[src/rtl/exc_seq_pkg.sv]
package exc_seq_pkg;
  localparam int FRAME_WORDS = 8;
  localparam int IDX_W       = $clog2(FRAME_WORDS);
  localparam int FRAME_BYTES = FRAME_WORDS * 4;
  localparam logic [3:0]  LR_IDX  = 4'd14;
  localparam logic [31:0] MK_HDL  = 32'hFFFF_FFF1;
  localparam logic [31:0] MK_THRM = 32'hFFFF_FFF9;
  localparam logic [31:0] MK_THRP = 32'hFFFF_FFFD;

  typedef enum logic [1:0] {ST_IDLE, ST_PUSH, ST_VEC, ST_POP} seq_state_t;

  // Frame slot to register index: slots 0..3 direct, 4 -> 12, 5 -> link.
  function automatic logic [3:0] frame_reg(input logic [IDX_W-1:0] slot);
    case (slot)
      IDX_W'(4): return 4'd12;
      IDX_W'(5): return LR_IDX;
      default:   return 4'(slot);
    endcase
  endfunction

  function automatic logic [31:0] entry_marker(input logic hdl, input logic on_proc);
    if (hdl) return MK_HDL;
    return on_proc ? MK_THRP : MK_THRM;
  endfunction

  function automatic logic [31:0] word_addr(input logic [31:0] base, input logic [31:0] k);
    return base + (k << 2);
  endfunction
endpackage

[src/rtl/exc_marker_dec.sv]
module exc_marker_dec (
  input  logic [31:0] val,
  output logic        is_marker,
  output logic        marker_ok,
  output logic        to_handler,
  output logic        to_proc
);
  always_comb begin
    is_marker  = &val[31:5];
    marker_ok  = is_marker && (val[4:0] == 5'h11 || val[4:0] == 5'h19 || val[4:0] == 5'h1D);
    to_handler = !val[3];
    to_proc    = val[2];
  end
endmodule

[src/rtl/exc_beat_cnt.sv]
module exc_beat_cnt #(
  parameter int W    = 3,
  parameter int LAST = 7
) (
  input  logic         clk,
  input  logic         rst_n,
  input  logic         clr,
  input  logic         step,
  output logic [W-1:0] idx,
  output logic         last
);
  always_ff @(posedge clk) begin
    if (!rst_n || clr) idx <= '0;
    else if (step)     idx <= last ? '0 : idx + 1'b1;
  end
  assign last = (idx == W'(LAST));
endmodule

[src/rtl/exc_seq.sv]
module exc_seq
  import exc_seq_pkg::*;
#(
  parameter int          NUM_W   = 5,
  parameter logic [31:0] VT_BASE = 32'h0000_0000
) (
  input  logic             clk,
  input  logic             rst_n,
  input  logic             exc_req,
  input  logic [NUM_W-1:0] exc_num,
  input  logic             in_handler,
  input  logic             on_psp,
  input  logic [31:0]      msp,
  input  logic [31:0]      psp,
  input  logic [31:0]      cur_pc,
  input  logic [31:0]      cur_psr,
  input  logic             pc_wr_valid,
  input  logic [31:0]      pc_wr_data,
  output logic [3:0]       rf_raddr,
  input  logic [31:0]      rf_rdata,
  output logic             rf_we,
  output logic [3:0]       rf_waddr,
  output logic [31:0]      rf_wdata,
  output logic             sp_we,
  output logic             sp_sel,
  output logic [31:0]      sp_wdata,
  output logic             mem_req,
  output logic             mem_we,
  output logic [31:0]      mem_addr,
  output logic [31:0]      mem_wdata,
  input  logic             mem_ready,
  input  logic [31:0]      mem_rdata,
  output logic             busy,
  output logic             branch_take,
  output logic             ret_err,
  output logic             vec_valid,
  output logic [31:0]      vec_pc,
  output logic             ret_valid,
  output logic [31:0]      ret_pc,
  output logic [31:0]      ret_psr,
  output logic             ret_handler,
  output logic             ret_psp
);
  seq_state_t       st_q;
  logic [31:0]      base_q, code_q, pc_q, psr_q, ret_pc_q;
  logic [NUM_W-1:0] num_q;
  logic             frame_proc_q, ret_hdl_q, ret_proc_q;

  logic             is_marker, marker_ok, dec_hdl, dec_proc;
  logic [IDX_W-1:0] idx;
  logic             last;

  // Named internal events
  logic in_idle, hs, take_ret, tail_go, pop_go, enter_go;
  logic push_done, pop_done, vec_done, cnt_clr, cnt_step;

  exc_marker_dec u_dec (
    .val(pc_wr_data), .is_marker(is_marker), .marker_ok(marker_ok),
    .to_handler(dec_hdl), .to_proc(dec_proc)
  );

  exc_beat_cnt #(.W(IDX_W), .LAST(FRAME_WORDS - 1)) u_cnt (
    .clk(clk), .rst_n(rst_n), .clr(cnt_clr), .step(cnt_step), .idx(idx), .last(last)
  );

  always_comb begin
    in_idle   = (st_q == ST_IDLE);
    hs        = mem_req && mem_ready;
    take_ret  = in_idle && pc_wr_valid && marker_ok;
    tail_go   = take_ret && exc_req;
    pop_go    = take_ret && !exc_req;
    enter_go  = in_idle && exc_req && !take_ret;
    push_done = (st_q == ST_PUSH) && hs && last;
    pop_done  = (st_q == ST_POP) && hs && last;
    vec_done  = (st_q == ST_VEC) && hs;
    cnt_clr   = in_idle || (st_q == ST_VEC);
    cnt_step  = hs && (st_q == ST_PUSH || st_q == ST_POP);
  end

  // Memory side
  always_comb begin
    busy      = !in_idle;
    mem_req   = !in_idle;
    mem_we    = (st_q == ST_PUSH);
    mem_addr  = (st_q == ST_VEC) ? word_addr(VT_BASE, 32'(num_q)) : word_addr(base_q, 32'(idx));
    rf_raddr  = frame_reg(idx);
    if (idx == IDX_W'(6))      mem_wdata = pc_q;
    else if (idx == IDX_W'(7)) mem_wdata = psr_q;
    else                       mem_wdata = rf_rdata;
  end

  // Register file and stack pointer side
  always_comb begin
    rf_we    = 1'b0;
    rf_waddr = '0;
    rf_wdata = '0;
    if (tail_go) begin
      rf_we = 1'b1; rf_waddr = LR_IDX; rf_wdata = pc_wr_data;
    end else if (push_done) begin
      rf_we = 1'b1; rf_waddr = LR_IDX; rf_wdata = code_q;
    end else if ((st_q == ST_POP) && hs && (idx < IDX_W'(6))) begin
      rf_we = 1'b1; rf_waddr = frame_reg(idx); rf_wdata = mem_rdata;
    end
    sp_we    = push_done || pop_done;
    sp_sel   = push_done ? frame_proc_q : ret_proc_q;
    sp_wdata = push_done ? base_q : base_q + 32'(FRAME_BYTES);
  end

  // Core side
  always_comb begin
    branch_take = in_idle && pc_wr_valid && !is_marker;
    ret_err     = in_idle && pc_wr_valid && is_marker && !marker_ok;
    vec_valid   = vec_done;
    vec_pc      = mem_rdata;
    ret_valid   = pop_done;
    ret_pc      = ret_pc_q;
    ret_psr     = mem_rdata;
    ret_handler = ret_hdl_q;
    ret_psp     = ret_proc_q;
  end

  always_ff @(posedge clk) begin
    if (!rst_n) begin
      st_q         <= ST_IDLE;
      base_q       <= '0;
      code_q       <= '0;
      pc_q         <= '0;
      psr_q        <= '0;
      ret_pc_q     <= '0;
      num_q        <= '0;
      frame_proc_q <= 1'b0;
      ret_hdl_q    <= 1'b0;
      ret_proc_q   <= 1'b0;
    end else begin
      case (st_q)
        ST_IDLE: begin
          if (tail_go) begin
            num_q  <= exc_num;
            code_q <= pc_wr_data;
            st_q   <= ST_VEC;
          end else if (pop_go) begin
            base_q     <= dec_proc ? psp : msp;
            ret_hdl_q  <= dec_hdl;
            ret_proc_q <= dec_proc;
            st_q       <= ST_POP;
          end else if (enter_go) begin
            frame_proc_q <= on_psp && !in_handler;
            base_q       <= ((on_psp && !in_handler) ? psp : msp) - 32'(FRAME_BYTES);
            num_q        <= exc_num;
            code_q       <= entry_marker(in_handler, on_psp);
            pc_q         <= cur_pc;
            psr_q        <= cur_psr;
            st_q         <= ST_PUSH;
          end
        end
        ST_PUSH: if (push_done) st_q <= ST_VEC;
        ST_VEC:  if (vec_done)  st_q <= ST_IDLE;
        ST_POP: begin
          if (hs && idx == IDX_W'(6)) ret_pc_q <= mem_rdata;
          if (pop_done) st_q <= ST_IDLE;
        end
        default: st_q <= ST_IDLE;
      endcase
    end
  end
endmodule

[config.mk]
export PLATFORM = sky130hd
export DESIGN_NAME = exc_seq
export DESIGN_NICKNAME = d
export VERILOG_FILES = /design/src/rtl/exc_seq_pkg.sv /design/src/rtl/exc_marker_dec.sv /design/src/rtl/exc_beat_cnt.sv /design/src/rtl/exc_seq.sv
export SDC_FILE = /design/constraint.sdc
export NUM_CORES = 1
export LEC_CHECK = 0
export CELL_PAD_IN_SITES_DETAIL_PLACEMENT = 1
export CELL_PAD_IN_SITES_GLOBAL_PLACEMENT = 2
export CORE_MARGIN = 4
export CORE_UTILIZATION = 23
export CTS_CLUSTER_SIZE = 24
export DETAILED_ROUTE_END_ITERATION = 8
export HOLD_SLACK_MARGIN = 0.06
export PLACE_DENSITY_LB_ADDON = 0.1
export SYNTH_ARGS = -nofsm -noshare
export SYNTH_HDL_FRONTEND = slang
export SYNTH_SLANG_ARGS = --single-unit
export TNS_END_PERCENT = 30
[constraint.sdc]
create_clock -name clk -period 4.2 [get_ports clk]
set_input_delay 0.84 -clock clk [delete_from_list [all_inputs] [get_ports clk]]
set_output_delay 0.84 -clock clk [all_outputs]
set_load 0.02 [all_outputs]
After elaboration in Yosys (flattened, before gate mapping). Cells that the tools add are included.

Mux-type cells: 42. Equal/unequal tests: 15. Add/subtract/negate cells: 4. Reductions and logical operators: 44. Bitwise operators: 2. $lt $le $gt $ge: 1.

Operator list (count): two-way mux 32 bit (16); adder 32 x 5 -> 32 bit (1); adder 32 x 6 -> 32 bit, second input constant (1); subtractor 32 x 6 -> 32 bit, second input constant (1); AND reduction 27 bit (1); logical AND 1 bit (20); == test 5 bit, second input constant (3); two-way mux 5 bit (3); == test 3 bit, second input constant (4); two-way mux 2 bit (6); two-way mux 4 bit (3); two-way mux 1 bit (10); AND reduction 3 bit (3); zero test 1 bit (8); case mux 2 bit (4 select lines) (1); case mux 4 bit (2 select lines) (1); AND reduction 4 bit (2); logical OR 1 bit (6); two-way mux 3 bit (2); inequality test 2 bit, second input constant (3); == test 2 bit, second input constant (2); inequality test 4 x 1 -> 1 bit, second input constant (1); nonzero test 2 bit (2); adder 3 x 1 -> 3 bit, second input constant (1); 6 further kinds (7).

Bits in registers: 173. Word-level logic and storage cells: 119. Output and inout bits: 244. Bits of input ports: 236.

Longest topological paths before layout.
Depth after elaboration: 16. Depth in mapped cells: 13. Gate-level depth less buffers: 10.

Hierarchy. A second synthesis with hierarchy kept.

Cell total of the unflattened synthesis: 1469. Area total of the unflattened synthesis: 10717.8 µm².

Modules (own cells, without submodules): exc_seq (sequential area each 3403.3 µm², area an instance 10476.3 µm², cells each 1441, instances 1); exc_beat_cnt (sequential area each 60.1 µm², area an instance 147.6 µm², cells each 14, instances 1); exc_marker_dec (sequential area each 0.0 µm², area an instance 93.8 µm², cells each 14, instances 1).

Worst setup path after synthesis. Ideal clock, no wire load.

Path kind: input to register. From: in in_handler. To: reg base_q[23]. Path slack: 282 ps. Path buffers: 3. Data required time: 4063 ps. Arrival: 3782 ps. Stages: 13. Library setup time: 137 ps. Cells stage by stage: nand2b_1 buf_2 buf_1 clkbuf_1 mux2i_1 ha_1 nor2b_1 mux2i_1 nor4_4 nand2_1 or4_1 nand3_1 a31oi_1.

Cells in the longest elaborated chain, start to end: 6.

RTL lines: start, declared (line exc_seq.sv:11) `input logic in_handler,`; zero test 1 bit (line exc_seq.sv:148) `base_q <= ((on_psp && !in_handler) ? psp : msp) - 32'(FRAME_BYTES);`; logical AND 1 bit (line exc_seq.sv:148); two-way mux 32 bit (line exc_seq.sv:148); subtractor 32 x 6 -> 32 bit (line exc_seq.sv:148); two-way mux 32 bit (line exc_seq.sv:146) `end else if (enter_go) begin`; two-way mux 32 bit (line exc_seq.sv:141) `end else if (pop_go) begin`; end signal, assigned (line exc_seq.sv:142) `base_q <= dec_proc ? psp : msp;`; end signal, assigned (line exc_seq.sv:148); end, declared (line exc_seq.sv:45) `logic [31:0] base_q, code_q, pc_q, psr_q, ret_pc_q;`.

Every way passes these cells. The select of a mux whose other input is x is not followed. A chain may end at the register's enable or synchronous reset.

Worst setup path after layout.
From: in mem_ready. To: out sp_wdata[16].

Cells in the longest elaborated chain, start to end: 4.

RTL lines: start, declared (line exc_seq.sv:31) `input logic mem_ready,`; logical AND 1 bit (line exc_seq.sv:68) `hs = mem_req && mem_ready;`; logical AND 1 bit (2 in series) (line exc_seq.sv:73) `push_done = (st_q == ST_PUSH) && hs && last;`; two-way mux 32 bit (line exc_seq.sv:106) `sp_wdata = push_done ? base_q : base_q + 32'(FRAME_BYTES);`; end, declared (line exc_seq.sv:26) `output logic [31:0] sp_wdata,`.

Every way passes these cells.

==> results_dict.tcl <==
set metrics [dict create \
    final_nets 2045 \
    cap_viol_max_count 0 \
    hold_viol 0 \
    antenna_found_initial 9 \
    cts.reportedPaths.clkPinSlew_ns 0.06 \
    leakagePower_uw 0.00647 \
    ys_top_cells_by_area "dfxtp_1 (32%), nand2_1 (10%), a21boi_0 (7.3%)" \
    ir_drop_v 0.000218 \
    num_rows 79 \
    yosys_register_bits 173 \
    grtUsageTotal 0.197 \
    synth-compound-area-share 0.216 \
    drt_wl_total_mm 51.7 \
    synth_top_family_by_area "simple AND/OR/NAND/NOR gates" \
    final_layout_size_suffix_gt1_frac 0.102 \
    tightest_slew_ns 0.786 \
    setup_violations 0 \
    ys.flop_type "dfxtp_1" \
    path_depth 8 \
    place.gp.congestion 0.829 \
    critical-path-top-delay-family "simple AND/OR/NAND/NOR gates" \
    netlist_instances 1403 \
    cts.sinks 173 \
    startpoint_type "primary input" \
    overflow 0 \
    worst_clock_skew_ns 0.00713 \
    clockRootBuffer "clkbuf_16" \
    cp.arrival_ns 3.26 \
    layout_min_cycle_time_ns 4.10 \
    worst-path-buf-inv 3 \
    clk_latency_ns 0.48 \
    drc_errors 0 \
    final_max_slew_viol_count 0 \
    drt_iter0_drc 456 \
    synth_warnings 0 \
    synth_mux_area_frac 0.0921 \
    die_h_um 226 \
    min_path_cells 2 \
    cp.required_ns 3.36 \
    rr_worst_depth 8 \
    path_class "primary input to output port" \
    io_buffers 479 \
    ant_nets 0 \
    max_stage_delay_ns 0.54 \
    dpl.hpwl_mm 39.5 \
    viasPerCell 4.77 \
    clockBufferDepth 2 \
    multi_input_area_mm2 0.00655 \
    design.die.area_mm2 0.0511 \
    yosysSeqAreaShare 0.316 \
    synth.most_common_cell "nand2_1" \
    synthAdderAreaFrac 0.0121 \
    netlist_top_cells_count "nand2_1 (305), dfxtp_1 (173), a21boi_0 (106)" \
    post_cts_buffers 0 \
    cpMostUsedCell "or3_1" \
    syn_to_final_growth_pct 53.4 \
    fill_cells 5535 \
    ios 480 \
    synth_nets 1649 \
    core_mm2 0.0468 \
    numCtsBuffers 17 \
    netlist_area_mm2 0.0109 \
    slowest_stage "clkdlybuf4s50_1" \
    fmax_ghz 0.244 \
    worstSetupEndpointType "output port" \
    status "finished, final reports clean" \
    fp.dieW_um 226 \
    vias 11500 \
    synth-edff-count 0 \
    synth_top_area_share 0.316 \
    yosys.area.top_type "dfxtp_1" \
    synth-simple-area-share 0.219 \
    cts_hold_buf 0 \
    ys_types 71 \
    wire_per_inst_um 21.4 \
    synth-xor-area-share 0.0496 \
    grt_pass1_vias 12000 \
    grt_first_pass_wirelength_mm 76.2 \
    final_util 0.359 \
    final_cell_count_no_fill 2418 \
    ff_latch_area_mm2 0.00346 \
    power_density_mw_per_mm2 264 \
    grt_max_degree 102 \
    cts_tree "built" \
    start_util 0.234 \
    finalCritPeriodShare 0.975 \
    min_path_type "flop to flop" \
    crit_path_cell_trace "clkdlybuf4s50_1 -> nand3_2 -> nand2_1 -> or3_1 -> or3_1 -> buf_4 -> xnor2_1 -> dlygate4sd2_1" \
    ys_async_sr_fraction 0 \
    crit_fanout 4 \
    ctsHtreeMaxLevel 4 \
    maxSlewHeadroom 0.476 \
    syn_area_per_cell_um2 7.80 \
    dpl.cell_count 2387 \
    firstDrtPassIters 5 \
    rsz0062_at_grt "yes" \
]
area by class of cell:
type	count	area share
Multi-Input combinational cell	1038	0.390
Tap cell	607	0.0452
Antenna cell	2	0.000298
Inverter	12	0.00268
Clock buffer	20	0.0260
Sequential cell	173	0.206
Timing Repair Buffer	557	0.325
Clock inverter	9	0.00447
worst register-to-register path: stages (launching register included):
cell,delay [ns]
dfxtp_1,0.32
buf_4,0.18
nor2_1,0.31
nand2_1,0.37
a21oi_4,0.48
buf_12,0.28
buf_12,0.24
nand2_1,0.11
a21boi_0,0.16
path summary, 6_finish.rpt:
kind                              startpoint      endpoint  slack, ns
worst max-delay path               mem_ready  sp_wdata[16]       0.10
worst max register to register       st_q[0]      pc_q[16]       1.68
worst min register to register  frame_proc_q  frame_proc_q       0.46
worst min-delay path            frame_proc_q  frame_proc_q       0.46
cell usage in the layout, fill, tap and decap left out, drive strengths merged, types with 3 or more instances in the layout:
| cell type | n |
|---|---|
| a31o | 5 |
| clkbuf | 25 |
| clkdlybuf4s50 | 412 |
| a31oi | 3 |
| or3 | 24 |
| or4 | 9 |
| nand2b | 9 |
| nand3 | 25 |
| a221o | 29 |
| o211ai | 3 |
| inv | 12 |
| a21boi | 106 |
| nand4 | 20 |
| o21ai | 75 |
| nor4 | 3 |
| nor2 | 69 |
| mux2 | 22 |
| buf | 87 |
| or2 | 7 |
| dlymetal6s2s | 9 |
| o21a | 30 |
| nor3 | 23 |
| nand2 | 305 |
| xor2 | 32 |
| and2 | 6 |
| dlygate4sd2 | 42 |
| and3 | 6 |
| mux2i | 76 |
| a21oi | 46 |
| o221ai | 6 |
| clkinv | 6 |
| xnor2 | 30 |
| ha | 9 |
| dfxtp | 173 |
| o211a | 6 |
| a32oi | 5 |
| nor2b | 17 |
sequential cells by signal, summed over array words and instances, names as in the netlist:
signal and flops:
st_q 2, num_q 5, psr_q 32, pc_q 32, base_q 32, code_q 32
ret_handler 1, ret_psp 1, u_cnt.idx 3, frame_proc_q 1, ret_pc 32
per-stage QoR:
step | power (uW) | worst slack, ns | cell area (um2) | TNS (ns) | hold slack (ns)
detailed placement | 2970 | -0.269 | 16300 | -3.27 | 0.458
finish | 4420 | 0.104 | 16800 | 0 | 0.463
global route | 4660 | -0.0459 | 16800 | -0.0459 | 0.478
global placement | 2960 | -0.208 | 16300 | -2.12 | 0.450
CTS | 4520 | -0.0627 | 16800 | -0.0725 | 0.467
floorplan | 2370 | 0.282 | 10900 | 0 | 0.440
kinds of logic (layout without fill, tap and decap cells):
kind of cell / count (synthesis) / after routing
AND/OR/NAND/NOR: 530 / 530
other: 0 / 2
flip-flops: 173 / 173
multiplexers: 98 / 98
AO/OA/AOI/OAI: 338 / 338
adder cells (fa/ha/maj): 10 / 10
XOR/XNOR: 62 / 62
buffers and inverters: 192 / 598
power by group:
part,internal (uW),leakage (uW),total (uW),switching (uW)
logic,559,0.00480,1100,542
clock network,796,0.000251,1510,718
registers,1730,0.00142,1810,76.3
timing repair:
item,CTS,global route
cloned,0,0
endpoints found under the setup margin,50,20
gates resized for setup,56,22
routing by layer:
layer  routed length, um  global-route usage  vias up
li1                    -                   -     5593
met1               22800               0.246     5577
met2               24800               0.329      292
met3                3390              0.0699       44
met4                 635              0.0403       16
met5                  95                   0        -
Power figures use the tool's default switching activity.
